## src/rtl/walsh_gen_pkg.sv

```systemverilog
package walsh_gen_pkg;

   // sign encoding: product of signs is XOR of encoded bits
   typedef enum logic {
      SGN_POS = 1'b0,
      SGN_NEG = 1'b1
   } wsign_e;

   // reduction structure for the selected-wave product
   typedef enum int {
      RED_FLAT  = 0,
      RED_CHAIN = 1
   } wreduce_e;

   localparam int unsigned MAX_IDX_W = 16;

endpackage

```

## src/rtl/walsh_idx_counter.sv

```systemverilog
module walsh_idx_counter #(
   parameter int unsigned IDX_W = 3
) (
   input  logic             clk,
   input  logic             rst_n,
   input  logic             step,
   output logic [IDX_W-1:0] idx,
   output logic             at_first
);

   localparam logic [IDX_W-1:0] IDX_LAST = {IDX_W{1'b1}};

   logic [IDX_W-1:0] idx_q;

   always_ff @(posedge clk or negedge rst_n) begin
      if (!rst_n) begin
         idx_q <= '0;
      end else if (step) begin
         if (idx_q == IDX_LAST) begin
            idx_q <= '0;
         end else begin
            idx_q <= idx_q + 1'b1;
         end
      end
   end

   assign idx      = idx_q;
   assign at_first = (idx_q == '0);

endmodule

```

## src/rtl/walsh_rad_bank.sv

```systemverilog
module walsh_rad_bank #(
   parameter int unsigned IDX_W = 3
) (
   input  logic [IDX_W-1:0] idx,
   output logic [IDX_W-1:0] wave_neg
);

   // wave_neg[j] carries square wave j+1; wave 0 is constant +1 and is not built.
   // Square wave m halves its period m times, so its sign follows index bit IDX_W-m.
   for (genvar j = 0; j < IDX_W; j++) begin : g_wave
      assign wave_neg[j] = idx[IDX_W-1-j];
   end

endmodule

```

## src/rtl/walsh_select_xor.sv

```systemverilog
module walsh_select_xor
   import walsh_gen_pkg::*;
#(
   parameter int unsigned IDX_W  = 3,
   parameter wreduce_e    REDUCE = RED_FLAT
) (
   input  logic [IDX_W-1:0] order,
   input  logic [IDX_W-1:0] wave_neg,
   output wsign_e           sign
);

   logic [IDX_W-1:0] picked;

   // order bit i picks square wave i+1
   assign picked = order & wave_neg;

   if (REDUCE == RED_FLAT) begin : g_flat
      assign sign = wsign_e'(^picked);
   end else begin : g_chain
      logic [IDX_W:0] acc;
      assign acc[0] = 1'b0;
      for (genvar i = 0; i < IDX_W; i++) begin : g_link
         assign acc[i+1] = acc[i] ^ picked[i];
      end
      assign sign = wsign_e'(acc[IDX_W]);
   end

endmodule

```

## src/rtl/walsh_gen.sv

```systemverilog
module walsh_gen
   import walsh_gen_pkg::*;
#(
   parameter int unsigned IDX_W  = 3,
   parameter wreduce_e    REDUCE = RED_FLAT
) (
   input  logic             clk,
   input  logic             rst_n,
   input  logic             en,
   input  logic [IDX_W-1:0] order,
   output logic             walsh_neg,
   output logic             period_start
);

   if (IDX_W < 1 || IDX_W > MAX_IDX_W) begin : g_bad_width
      $error("walsh_gen: IDX_W out of range");
   end
   if (REDUCE != RED_FLAT && REDUCE != RED_CHAIN) begin : g_bad_reduce
      $error("walsh_gen: unknown REDUCE variant");
   end

   logic [IDX_W-1:0] idx;
   logic             at_first;
   logic [IDX_W-1:0] wave_neg;
   wsign_e           sign_c;
   wsign_e           sign_q;
   logic             start_q;

   walsh_idx_counter #(.IDX_W(IDX_W)) u_cnt (
      .clk      (clk),
      .rst_n    (rst_n),
      .step     (en),
      .idx      (idx),
      .at_first (at_first)
   );

   walsh_rad_bank #(.IDX_W(IDX_W)) u_bank (
      .idx      (idx),
      .wave_neg (wave_neg)
   );

   walsh_select_xor #(.IDX_W(IDX_W), .REDUCE(REDUCE)) u_sel (
      .order    (order),
      .wave_neg (wave_neg),
      .sign     (sign_c)
   );

   always_ff @(posedge clk or negedge rst_n) begin
      if (!rst_n) begin
         sign_q  <= SGN_POS;
         start_q <= 1'b0;
      end else if (en) begin
         sign_q  <= sign_c;
         start_q <= at_first;
      end
   end

   assign walsh_neg    = (sign_q == SGN_NEG);
   assign period_start = start_q;

endmodule

```

## config.mk

```make
export PLATFORM = sky130hd
export DESIGN_NAME = walsh_gen
export DESIGN_NICKNAME = d
export VERILOG_FILES = /design/src/rtl/walsh_gen_pkg.sv /design/src/rtl/walsh_idx_counter.sv /design/src/rtl/walsh_rad_bank.sv /design/src/rtl/walsh_select_xor.sv /design/src/rtl/walsh_gen.sv
export SDC_FILE = /design/constraint.sdc
export NUM_CORES = 1
export LEC_CHECK = 0
export BUFFER_PORTS_ARGS = -buffer_cell sky130_fd_sc_hd__buf_2
export CORE_AREA = 4 4 41 43
export CTS_BUF_LIST = sky130_fd_sc_hd__clkbuf_4 sky130_fd_sc_hd__clkbuf_8
export DETAILED_ROUTE_END_ITERATION = 10
export DIE_AREA = 0 0 45 47
export SYNTH_ARGS = -nofsm -noshare
export SYNTH_HDL_FRONTEND = slang
export SYNTH_SLANG_ARGS = --single-unit
```

## constraint.sdc

```tcl
create_clock -name clk -period 2.3 [get_ports clk]
set_clock_uncertainty 0.15 [all_clocks]
set_input_delay 0 -clock clk [delete_from_list [all_inputs] [get_ports clk]]
set_output_delay 0 -clock clk [all_outputs]
set_load 0.03 [all_outputs]
```

==> results.py <==
metrics = {
    "run_status": {
        "status": "finished, final reports clean",
    },
    "timing": {
        "slew_headroom_pct": 84.44,
        "worst_slack_ns": 0.8781,
        "period_needed_ns": 1.422,
        "finalHoldViolCount": 0,
        "final.period_utilization_pct": 61.82,
        "fmax_mhz": 703.3,
        "final_max_slew_viol_count": 0,
        "setup_viol": 0,
        "setup-tns-final_ns": 0,
        "rsz0062_at_grt": "false",
        "tightestPinTransition_ns": 0.2327,
    },
    "setup_path": {
        "cp_data_arrival_time_ns": 1.39,
        "crit_chain": "ha_1 > ha_1 > mux2_1",
        "cp_slowest_cell": "dfrtp_1",
        "reg2reg_to": "u_cnt.idx[2]$_DFFE_PN0P_",
        "worst-path-buf-inv": 0,
        "crit_type": "reg -> reg",
        "max_stage_delay_ns": 0.40,
        "rr_startpoint": "u_cnt.idx[0]$_DFFE_PN0P_",
        "crit_family": "adder cells",
        "r2r_cells": 3,
        "reg2reg_slack_ns": 0.88,
        "required_ns": 2.26,
        "cp_max_fo": 4,
        "critPathCaptureType": "flip-flop",
        "cpMostUsedCell": "ha_1",
        "cp-start-kind": "flip-flop",
    },
    "floorplanning": {
        "ioPinCount": 8,
        "die_h_um": 47,
        "core_area_um2": 1301,
        "die-area_um2": 2115,
        "rows": 13,
        "initial_core_util_pct": 20.87,
        "die_w_um": 45,
    },
    "route": {
        "routed_wl_um": 483,
        "drt_pass1_iterations": 1,
        "drcViolationCount": 0,
        "ant_nets": 0,
        "routed-via-count": 203,
        "drt-initial-drc-count": 0,
        "avgViaCountPerCell": 3.830,
        "post_drt_wl_per_cell_um": 9.113,
    },
    "logic_synthesis": {
        "synth_async_sr_flop_share_pct": 100.0,
        "syn-num-nets": 34,
        "synth_area_leaders": "dfrtp_1 (46%), ha_1 (14%), xnor3_1 (8.3%), nand2_1 (6.9%), o21ai_0 (5.5%)",
        "yosys-top-cells-count": "dfrtp_1 (5), nand2_1 (5), ha_1 (3), inv_1 (3), o21ai_0 (3)",
        "seq_area_frac_synth_pct": 46.08,
        "yosysTopAreaCell": "dfrtp_1",
        "yosysUniqueCellTypes": 11,
        "ys_warn_count": 0,
        "synth-main-ff-cell": "dfrtp_1",
        "synthCells": 25,
        "synth.top_cell.area_share_pct": 46.08,
        "avgSynthCellArea_um2": 10.86,
        "synth_edf_count": 0,
        "synth-seq-cells": 5,
        "synth.cell_area_um2": 271.5,
    },
    "clocking": {
        "htreeDepth": 1,
        "numCtsBuffers": 3,
        "clk_latency_ns": 0.24,
        "cts_setup_buffers": 0,
        "clock_sinks": 5,
        "cts_resized": 0,
        "root_buffer": "clkbuf_4",
        "postCtsHoldBufs": 3,
        "cts_tree": "done",
        "cts_buffer_depth": 2,
        "cts.clk_slew.worst_paths_ns": 0.04,
    },
    "power": {
        "p_total_uw": 437.9,
        "p_per_area_nw_per_um2": 1148,
        "p_leak_uw": 0.0002061,
        "ir_drop_mv": 0.3197,
    },
    "hold_path": {
        "min_path_type": "in -> reg",
        "min_from": "order[2]",
        "hold_depth": 4,
        "whs_endpoint": "walsh_neg$_DFFE_PN0P_",
    },
    "grt": {
        "antenna_found_initial": 0,
        "grt_pass1_vias": 202,
        "grt_max_degree": 9,
        "grt_util_met3_pct": 3.448,
        "grt_remaining_overflow": 0,
        "grt_use_total_pct": 5.798,
        "grt_pass1_wl_um": 772,
        "gr-usage-met1_pct": 6.005,
        "use_met2_pct": 7.345,
        "busiest_layer": "met2",
    },
    "place": {
        "place_ws_ns": 0.8736,
        "place_inst": 46,
        "postPlaceCellArea_um2": 321.6,
        "gp_congestion": 0.6727,
        "io_buffer_count": 7,
    },
    "layout": {
        "fin_cells": 53,
        "fin_area_um2": 381.6,
        "nets": 48,
        "n_antenna_cell": 0,
        "layout-drive-gt1-share_pct": 31.58,
        "area_growth_pct": 40.55,
    },
    "run": {
        "maxCapViolCount": 0,
    },
}
==> stage by stage <==
step / hold WS (ns) / util [%]
final: 0.06560 / 29.33
after global routing: 0.08674 / 29.33
after CTS: 0.06397 / 29.33
after detailed placement: -0.3275 / 24.71
after global placement: -0.3280 / 24.71
after floorplan: -0.4456 / -
==> logic make-up (layout without fill, tap and decap cells) <==
group	after synthesis	after routing	synth area share (%)
XOR/XNOR	1	1	8.294
AO/OA/AOI/OAI	3	3	5.528
buffers and inverters	4	17	5.528
flip-flops	5	5	46.08
adder cells (fa/ha/maj)	3	3	13.83
AND/OR/NAND/NOR	7	7	11.06
multiplexers	2	2	9.676
==> state kept, by name (all words and copies together) (netlist names) <==
| signal | count |
|---|---|
| period_start | 1 |
| u_cnt.idx | 3 |
| walsh_neg | 1 |
==> final cells by class <==
cell class,instances,area [µm²]
fill,156,919.6
multi-input combinational,16,131.4
sequential,5,125.1
timing repair buffer,10,65.06
clock buffer,4,30.03
tap,15,18.77
inverter,3,11.26
==> layer usage <==
metal  share of wire [%]  routed length (µm)
met1                  46                 223
met2                  44                 214
met3                 9.3                  45
met4                   0                   0
met5                   0                   0
==> worst max-delay path by stage <==
stage | slack [ns] | depth (start not counted) | endpoint | start
5_1_grt | 0.83 | 3 | u_cnt.idx[2]$_DFFE_PN0P_ | u_cnt.idx[0]$_DFFE_PN0P_
2_1_floorplan | 0.91 | 3 | u_cnt.idx[2]$_DFFE_PN0P_ | u_cnt.idx[0]$_DFFE_PN0P_
4_1_cts | 0.87 | 3 | u_cnt.idx[2]$_DFFE_PN0P_ | u_cnt.idx[0]$_DFFE_PN0P_
3_3_place_gp | 0.89 | 3 | u_cnt.idx[2]$_DFFE_PN0P_ | u_cnt.idx[0]$_DFFE_PN0P_
6_report | 0.88 | 3 | u_cnt.idx[2]$_DFFE_PN0P_ | u_cnt.idx[0]$_DFFE_PN0P_
3_5_place_dp | 0.87 | 3 | u_cnt.idx[2]$_DFFE_PN0P_ | u_cnt.idx[0]$_DFFE_PN0P_
==> power breakdown <==
group	switching (µW)	leakage, µW	internal [µW]	total [µW]
clock	32.8	0.0000184	77.1	110
combinational	84.3	0.000126	86.1	170
sequential	29.6	0.0000615	128	158
==> placed cells by master, fill, tap and decap left out <==
master         n
clkbuf_4       4
buf_2          7
o21ai_0        3
nand3b_1       1
dfrtp_1        5
inv_1          3
mux2_4         1
xnor3_1        1
mux2_1         1
ha_1           3
nor2_1         1
dlygate4sd3_1  3
nand2_1        5
==> worst min-delay path, stage by stage <==
cell and delay (ns):
buf_2 0.10, nand2_1 0.06, xnor3_1 0.13, mux2_4 0.13
(Power assumes the default switching activity.)
